$ cat config.mk
export PLATFORM = sky130hd
export DESIGN_NAME = intcfg_stack
export DESIGN_NICKNAME = d
export VERILOG_FILES = /design/src/rtl/intcfg_pkg.sv /design/src/rtl/intcfg_idx_dec.sv /design/src/rtl/intcfg_def_reg.sv /design/src/rtl/intcfg_rd_mux.sv /design/src/rtl/intcfg_stack.sv
export SDC_FILE = /design/constraint.sdc
export NUM_CORES = 1
export LEC_CHECK = 0
export CORE_UTILIZATION = 40
export DETAILED_ROUTE_END_ITERATION = 7
export PLACE_DENSITY = 0.71
export SYNTH_ARGS = -nofsm -noshare
export SYNTH_HDL_FRONTEND = slang
export SYNTH_SLANG_ARGS = --single-unit
$ cat constraint.sdc
create_clock -name clk -period 2.3 [get_ports clk]
set_input_delay 0.46 -clock clk [delete_from_list [all_inputs] [get_ports clk]]
set_output_delay 0.46 -clock clk [all_outputs]
set_load 0.1 [all_outputs]
$ cat src/rtl/intcfg_pkg.sv
package intcfg_pkg;

   localparam int unsigned CFG_DW   = 32;
   localparam int unsigned CFG_AW   = 2;
   localparam int unsigned IDX_W    = 8;
   localparam int unsigned DEF_W    = 64;
   localparam int unsigned MAX_INTR = 8;

   localparam logic [7:0] CAP_ID   = 8'h08;
   localparam logic [7:0] CAP_TYPE = 8'h80;
   localparam logic [7:0] LAST_IDX = 8'h01;
   localparam logic [7:0] DEF_BASE = 8'h10;

   typedef enum logic [CFG_AW-1:0] {
      WSEL_HDR  = 2'd0,
      WSEL_IDX  = 2'd1,
      WSEL_DATA = 2'd2,
      WSEL_NONE = 2'd3
   } wsel_e;

   typedef struct packed {
      logic        waiting;
      logic        pass_pw;
      logic [5:0]  rsvd;
      logic [23:0] info_hi;
      logic [7:0]  addr_hi;
      logic [17:0] info_mid;
      logic        req_eoi;
      logic [2:0]  msg_type;
      logic        polarity;
      logic        mask;
   } intr_def_t;

   localparam intr_def_t DEF_RESET = '{
      waiting:  1'b0,
      pass_pw:  1'b0,
      rsvd:     6'h00,
      info_hi:  24'h0,
      addr_hi:  8'hF8,
      info_mid: 18'h0,
      req_eoi:  1'b0,
      msg_type: 3'h0,
      polarity: 1'b0,
      mask:     1'b1
   };

endpackage

$ cat src/rtl/intcfg_idx_dec.sv
module intcfg_idx_dec
   import intcfg_pkg::*;
#(
   parameter int unsigned NUM_INTR = 4
) (
   input  logic [IDX_W-1:0]    idx,
   output logic                sel_last,
   output logic [NUM_INTR-1:0] sel_lo,
   output logic [NUM_INTR-1:0] sel_hi
);

   assign sel_last = (idx == LAST_IDX);

   for (genvar n = 0; n < NUM_INTR; n++) begin : g_slot
      localparam logic [IDX_W-1:0] LO_IDX = DEF_BASE + IDX_W'(2 * n);
      localparam logic [IDX_W-1:0] HI_IDX = DEF_BASE + IDX_W'(2 * n + 1);
      assign sel_lo[n] = (idx == LO_IDX);
      assign sel_hi[n] = (idx == HI_IDX);
   end

endmodule

$ cat src/rtl/intcfg_def_reg.sv
module intcfg_def_reg
   import intcfg_pkg::*;
(
   input  logic              clk,
   input  logic              rst_n,
   input  logic              wr_lo,
   input  logic              wr_hi,
   input  logic [CFG_DW-1:0] wdata,
   input  logic              hw_set,
   input  logic              hw_clr,
   output intr_def_t         q
);

   logic set_eff;
   logic clr_eff;
   logic unused_wbits;

   assign set_eff      = hw_set & q.req_eoi;
   assign clr_eff      = hw_clr | (wr_hi & wdata[31]);
   assign unused_wbits = ^wdata[29:24];

   always_ff @(posedge clk or negedge rst_n) begin
      if (!rst_n) begin
         q <= DEF_RESET;
      end else begin
         if (wr_lo) begin
            {q.addr_hi, q.info_mid, q.req_eoi, q.msg_type, q.polarity, q.mask} <= wdata;
         end
         if (wr_hi) begin
            q.pass_pw <= wdata[30];
            q.info_hi <= wdata[23:0];
         end
         if (set_eff) begin
            q.waiting <= 1'b1;
         end else if (clr_eff) begin
            q.waiting <= 1'b0;
         end
         q.rsvd <= '0;
      end
   end

endmodule

$ cat src/rtl/intcfg_rd_mux.sv
module intcfg_rd_mux
   import intcfg_pkg::*;
#(
   parameter int unsigned NUM_INTR = 4,
   parameter logic [7:0]  NEXT_PTR = 8'h00
) (
   input  logic [CFG_AW-1:0]         wsel,
   input  logic [IDX_W-1:0]          idx,
   input  logic                      sel_last,
   input  logic [NUM_INTR-1:0]       sel_lo,
   input  logic [NUM_INTR-1:0]       sel_hi,
   input  logic [NUM_INTR*DEF_W-1:0] defs,
   output logic [CFG_DW-1:0]         word
);

   localparam logic [CFG_DW-1:0] HDR_WORD  = {CAP_TYPE, 8'h00, NEXT_PTR, CAP_ID};
   localparam logic [CFG_DW-1:0] LAST_WORD = CFG_DW'(NUM_INTR - 1);

   logic [CFG_DW-1:0] data_word;

   always_comb begin
      data_word = '0;
      if (sel_last) data_word = LAST_WORD;
      for (int n = 0; n < NUM_INTR; n++) begin
         if (sel_lo[n]) data_word = defs[n*DEF_W +: CFG_DW];
         if (sel_hi[n]) data_word = defs[n*DEF_W + CFG_DW +: CFG_DW];
      end
   end

   always_comb begin
      case (wsel_e'(wsel))
         WSEL_HDR:  word = HDR_WORD;
         WSEL_IDX:  word = {{(CFG_DW-IDX_W){1'b0}}, idx};
         WSEL_DATA: word = data_word;
         default:   word = '0;
      endcase
   end

endmodule

$ cat src/rtl/intcfg_stack.sv
module intcfg_stack
   import intcfg_pkg::*;
#(
   parameter int unsigned NUM_INTR = 4,
   parameter logic [7:0]  NEXT_PTR = 8'h58
) (
   input  logic                      clk,
   input  logic                      rst_n,
   input  logic                      cfg_wr_en,
   input  logic                      cfg_rd_en,
   input  logic [1:0]                cfg_addr,
   input  logic [31:0]               cfg_wdata,
   output logic [31:0]               cfg_rdata,
   output logic                      cfg_rvalid,
   input  logic [NUM_INTR-1:0]       eoi_set_i,
   input  logic [NUM_INTR-1:0]       eoi_clr_i,
   output logic [NUM_INTR*64-1:0]    intr_def_o
);

   if (NUM_INTR < 1 || NUM_INTR > MAX_INTR) begin : g_bad_count
      $error("intcfg_stack: NUM_INTR must lie in 1..%0d", MAX_INTR);
   end
   if (DEF_BASE + 2 * NUM_INTR > (1 << IDX_W)) begin : g_bad_map
      $error("intcfg_stack: index map exceeds index width");
   end

   logic [IDX_W-1:0]    idx_q;
   logic                sel_last;
   logic [NUM_INTR-1:0] sel_lo;
   logic [NUM_INTR-1:0] sel_hi;
   logic                data_wr;
   logic [CFG_DW-1:0]   rd_word;

   assign data_wr = cfg_wr_en && (wsel_e'(cfg_addr) == WSEL_DATA);

   always_ff @(posedge clk or negedge rst_n) begin
      if (!rst_n) begin
         idx_q <= '0;
      end else if (cfg_wr_en && wsel_e'(cfg_addr) == WSEL_IDX) begin
         idx_q <= cfg_wdata[IDX_W-1:0];
      end
   end

   intcfg_idx_dec #(.NUM_INTR(NUM_INTR)) u_dec (
      .idx      (idx_q),
      .sel_last (sel_last),
      .sel_lo   (sel_lo),
      .sel_hi   (sel_hi)
   );

   for (genvar n = 0; n < NUM_INTR; n++) begin : g_intr
      intr_def_t def_q;
      intcfg_def_reg u_reg (
         .clk    (clk),
         .rst_n  (rst_n),
         .wr_lo  (data_wr & sel_lo[n]),
         .wr_hi  (data_wr & sel_hi[n]),
         .wdata  (cfg_wdata),
         .hw_set (eoi_set_i[n]),
         .hw_clr (eoi_clr_i[n]),
         .q      (def_q)
      );
      assign intr_def_o[n*DEF_W +: DEF_W] = def_q;
   end

   intcfg_rd_mux #(.NUM_INTR(NUM_INTR), .NEXT_PTR(NEXT_PTR)) u_mux (
      .wsel     (cfg_addr),
      .idx      (idx_q),
      .sel_last (sel_last),
      .sel_lo   (sel_lo),
      .sel_hi   (sel_hi),
      .defs     (intr_def_o),
      .word     (rd_word)
   );

   always_ff @(posedge clk or negedge rst_n) begin
      if (!rst_n) begin
         cfg_rdata  <= '0;
         cfg_rvalid <= 1'b0;
      end else begin
         cfg_rvalid <= cfg_rd_en;
         if (cfg_rd_en) cfg_rdata <= rd_word;
      end
   end

endmodule

[Word-level counts from Yosys, hierarchy flattened]
Cells that the tools add are included.
Word-level totals
  bits in registers: 273
  input port bits: 46
  output and inout bits: 289
  logic and storage cells: 95
Cells by class
  equality and inequality tests: 11
  multiplexer cells: 18
  bitwise operators: 20
  reductions and logical operators: 7
Operators by type and width (number)
  two-way mux 32 bit: 8
  case mux 32 bit (3 select lines): 1
  == test 8 x 5 -> 1 bit, second input constant: 8
  bitwise AND 1 bit: 16
  == test 8 x 1 -> 1 bit, second input constant: 1
  two-way mux 1 bit: 8
  nonzero test 2 bit: 4
  bitwise OR 1 bit: 4
  == test 2 x 1 -> 1 bit, second input constant: 1
  == test 2 bit, second input constant: 1
  logical AND 1 bit: 2
  zero test 2 bit: 1
  two-way mux 2 bit: 1

[Logic depth before layout (Yosys ltp)]
  word-level depth: 11
  depth in mapped cells: 8
  mapped depth without buffers: 5

[Cells and area by module]
A second synthesis with hierarchy kept.
Second synthesis, totals
  cell total of the unflattened synthesis: 989
  area total of the unflattened synthesis: 13629.3 µm²
By module, submodules not included
  intcfg_def_reg: times used 4, cells each 132, area an instance 2358.5 µm², seq. area each 1458.9 µm²
  intcfg_rd_mux: times used 1, cells each 351, area an instance 2336.0 µm², seq. area each 0.0 µm²
  intcfg_stack: times used 1, cells each 95, area an instance 1739.2 µm², seq. area each 1026.0 µm²
  intcfg_idx_dec: times used 1, cells each 15, area an instance 120.1 µm², seq. area each 0.0 µm²

[Worst setup path before layout]
No wires, ideal clock.
  path kind: register -> register
  start point: register idx_q[7]
  end point: register g_intr[1].u_reg.q[40] (netlist bit)
  library setup time: 126 ps
  arrival time: 2045 ps
  required time: 2174 ps
  path slack: 130 ps
  stages on the path, launching flop included: 6
  path buffers: 1
  clock period less this slack: 2170 ps
  cell sequence: dfrtp_1 > or4b_1 > or3_4 > nor2_8 > buf_4 > mux2_2
Between the ends
  longest elaborated chain between the ends: 2
Ends and longest elaborated chain
  start: declaration: line intcfg_stack.sv:27  | logic [IDX_W-1:0] idx_q;
  start signal: assignment: line intcfg_stack.sv:40  | idx_q <= cfg_wdata[IDX_W-1:0];
  == test 8 x 5 -> 1 bit: line intcfg_idx_dec.sv:18  | assign sel_hi[n] = (idx == HI_IDX);
  bitwise AND 1 bit: line intcfg_stack.sv:57  | .wr_hi (data_wr & sel_hi[n]),
  end: declaration: line intcfg_def_reg.sv:11  | output intr_def_t q
Every way passes these cells.
A chain may end at the register's enable or synchronous reset.

[Worst setup path after layout]
  start point: register idx_q[7]
  end point: register g_intr[1].u_reg.q[63] (netlist bit)
Between the ends
  longest elaborated chain between the ends: 5
Ends and longest elaborated chain
  == test 8 x 5 -> 1 bit: line intcfg_idx_dec.sv:18
  bitwise AND 1 bit: line intcfg_stack.sv:57
  bitwise AND 1 bit: line intcfg_def_reg.sv:19  | assign clr_eff = hw_clr | (wr_hi & wdata[31]);
  bitwise OR 1 bit: line intcfg_def_reg.sv:19
  nonzero test 2 bit (no source line)
Every way passes these cells.

==> metrics.md <==
| Metric | Value |
|---|---|
| WS Path Type | reg2reg |
| Area Growth Syn to Fin | 36.7% |
| Final setup fails | 0 |
| Slew Limit Fails | 0 |
| Data required time at the worst endpoint | 2.74 ns |
| Clock buffer depth | 3 |
| Die Y | 177 µm |
| Synthesized flop and latch total | 273 |
| CORE AREA | 30000 µm² |
| Sequential share of power | 38.3% |
| Internal Power | 8.90 mW |
| Post-synthesis sequential area ratio | 55.7% |
| Die Span X | 177 µm |
| Worst R2R Path Depth | 6 |
| Post-DP HPWL | 30500 µm |
| Residual DRC | 0 |
| Final net count | 1356 |
| RSZ-0062 raised after global routing | true |
| Reg2reg start | idx_q[7] |
| Clock-pin slew on the worst setup and hold paths | 0.06 ns |
| Initial Util | 41.1% |
| Initial DRC count | 636 |
| Port bufs | 310 |
| GRT Total Usage | 26.9% |
| Number of max-cap violations | 0 |
| Post-synth top area share | 50.6% |
| Avg Cell Area, Syn | 13.0 µm² |
| Fmax | 448 MHz |
| Die ar. | 31500 µm² |
| Clock Skew | 0.0123 ns |
| Total grt overflow | 0 |
| Avg WL per Cell | 24.9 µm |
| Async SR Flop Fraction | 100% |
| Drt total wl | 42900 µm |
| Ant. Diodes | 0 |
| Final Power | 14.0 mW |
| Minimum clock period | 2.23 ns |
| Number of distinct library cells after synthesis | 52 |
| Core Rows | 63 |
| Root buffer cell | clkbuf_16 |
| Post-synth EDFFs | 0 |
| Synth area leaders | dfrtp_1 51%, mux2_2 23%, dfstp_2 5.1%, o21ai_0 2.2%, a21oi_1 2.0% |
| Placed Area | 15800 µm² |
| Slew HR | 63.7% |
| RePlAce Congestion | 0.876 |
| CTS tree | yes |
| Pleak | 8.40 nW |
| Primary FF master, synth | dfrtp_1 |
| Setup crit end kind | flip-flop |
| NetSw | 5.05 mW |
| First-pass DRT Iterations | 8 |
| YS warnings | 0 |
| CTS H-Tree Depth | 1 |
| Cells after synthesis | 948 |
| Maximum vdd drop | 557 µV |
| Finished Layout Cells | 1722 |
| Leading area contributor after synthesis | dfrtp_1 |
| Most common cell in the netlist | mux2_2 |
| CP arrival | 2.67 ns |
| # IOs | 335 |
| Routed vias | 9763 |
| Hold crit path type | in2async |
| Final Hold Violating Endpoints | 0 |
| Vias in the first global route | 9992 |
| Post-route design area | 16800 µm² |
| Tcrit/Tclk final | 97.1% |
| Util after Layout | 56.2% |
| Setup crit start | idx_q[7] |
| Largest net degree at the start of global routing | 73 |
| ANT nets after route | 0 |
| Initial antenna violation count | 0 |
| Total CTS buffers | 29 |
| Worst setup SP type | flip-flop |
| Clk pwr share | 34.8% |
| Placed Instances | 1666 |
| Combinational power share | 26.9% |
| First-pass GRT wire length | 62700 µm |
| Worst-Margin Slew | 0.545 ns |
| Layout cells sized above 1 | 53.0% |
| Pwr Density | 829 nW/µm² |
| Status | completed |
| Net Sw Frac | 36.2% |
| Worst skew pair latency | 0.55 ns |
| Top cells by instance count after synthesis | 257 x mux2_2, 249 x dfrtp_1, 54 x o21ai_0, 49 x a21oi_1, 36 x nand2_1 |
| Avg Vias per Cell | 5.67 |
| Mapped Area | 12300 µm² |
| Crit Path Max Fanout | 12 |
| Clk sinks | 273 |
kinds of logic after synthesis:
logic type,count (synthesis),share of synthesized area (%)
other,1,0.0304
buffers and inverters,94,3.95
and+or+nand+nor,107,4.36
AOI/OAI and AO/OA,201,10.5
DFF,273,55.7
muxes,272,25.4
layer usage:
metal,up-vias,wire (µm),GRT usage [%]
met1,5001,17200,33.8
met3,105,3740,6.96
li1,4190,-,-
met4,0,1420,8.33
met2,467,20500,45.1
met5,-,0,0
state kept, by name, summed over array words and instances, names as in the netlist:
| name | flops |
|---|---|
| cfg_rvalid | 1 |
| g_intr.u_reg.q | 232 |
| idx_q | 8 |
| cfg_rdata | 32 |
path summary, 6_finish.rpt:
| check | end | slack, ns |
|---|---|---|
| setup / recovery | g_intr[1].u_reg.q[63] | 0.07 |
| max in group asynchronous | g_intr[2].u_reg.q[28] | 1.09 |
| hold reg to reg | cfg_rdata[31] | 0.50 |
| setup reg to reg | g_intr[1].u_reg.q[63] | 0.07 |
| hold / removal | g_intr[1].u_reg.q[36] | 0.44 |
| min in group clk | g_intr[0].u_reg.q[63] | 0.46 |
worst max-delay path: stages (launching register included):
cell and delay [ns]:
dfrtp_1 0.38, or4b_4 0.56, or3_4 0.47, nor2_8 0.14
buf_12 0.18, nand2_1 0.10, a32o_1 0.28
power by group through the flow:
stage	registers [mW]	clock network, mW	logic, mW
floorplan	7.06	0	0.959
global placement	5.41	0	3.71
detailed placement	5.42	0	3.74
CTS	5.34	4.92	3.75
global route	5.37	5.11	3.89
finish	5.34	4.86	3.75
final cells by class:
class	count	area, µm²
tap	390	488
timing repair buffer	394	3350
fill	2544	13100
clock inverter	10	136
multi-input combinational	604	5100
inverter	8	30.0
sequential	273	6870
clock buffer	43	858
stage by stage:
step,setup TNS (ns),hold WS (ns),setup WS (ns)
after CTS,0,0.434,0.0459
after floorplan,0,0.164,0.130
after global placement,-6.11,0.417,-0.0866
final,0,0.441,0.0671
after global routing,-0.00544,0.461,-0.00544
after detailed placement,-4.84,0.415,-0.105
timing repair:
| item | in CTS | in global routing |
|---|---|---|
| setup endpoints to repair | 3 | 10 |
| setup buffers | 2 | 0 |
| pin swaps | 1 | 1 |
| hold buffers | 1 | 0 |
| endpoints found under the hold margin | 48 | 0 |
| gates resized for setup | 0 | 4 |
cells in the final DEF, fill, tap and decap left out, types with 7 or more instances in the layout:
cell	Yosys	layout
a221oi_1	7	7
dfrtp_1	249	247
nor3_1	8	7
dfstp_2	24	24
o21ai_0	54	53
clkdlybuf4s50_1	0	44
o22ai_1	14	14
a22oi_1	26	26
a211oi_1	14	14
inv_1	7	7
mux4_2	7	7
clkbuf_8	0	8
nor2_1	29	28
clkbuf_16	0	29
buf_12	0	22
mux2_2	257	257
a221o_1	10	10
nand2_1	36	30
mux2i_1	8	8
a21oi_1	49	49
buf_4	26	326
conb_1	1	24
Note: power is estimated with default switching activity, not from simulation.
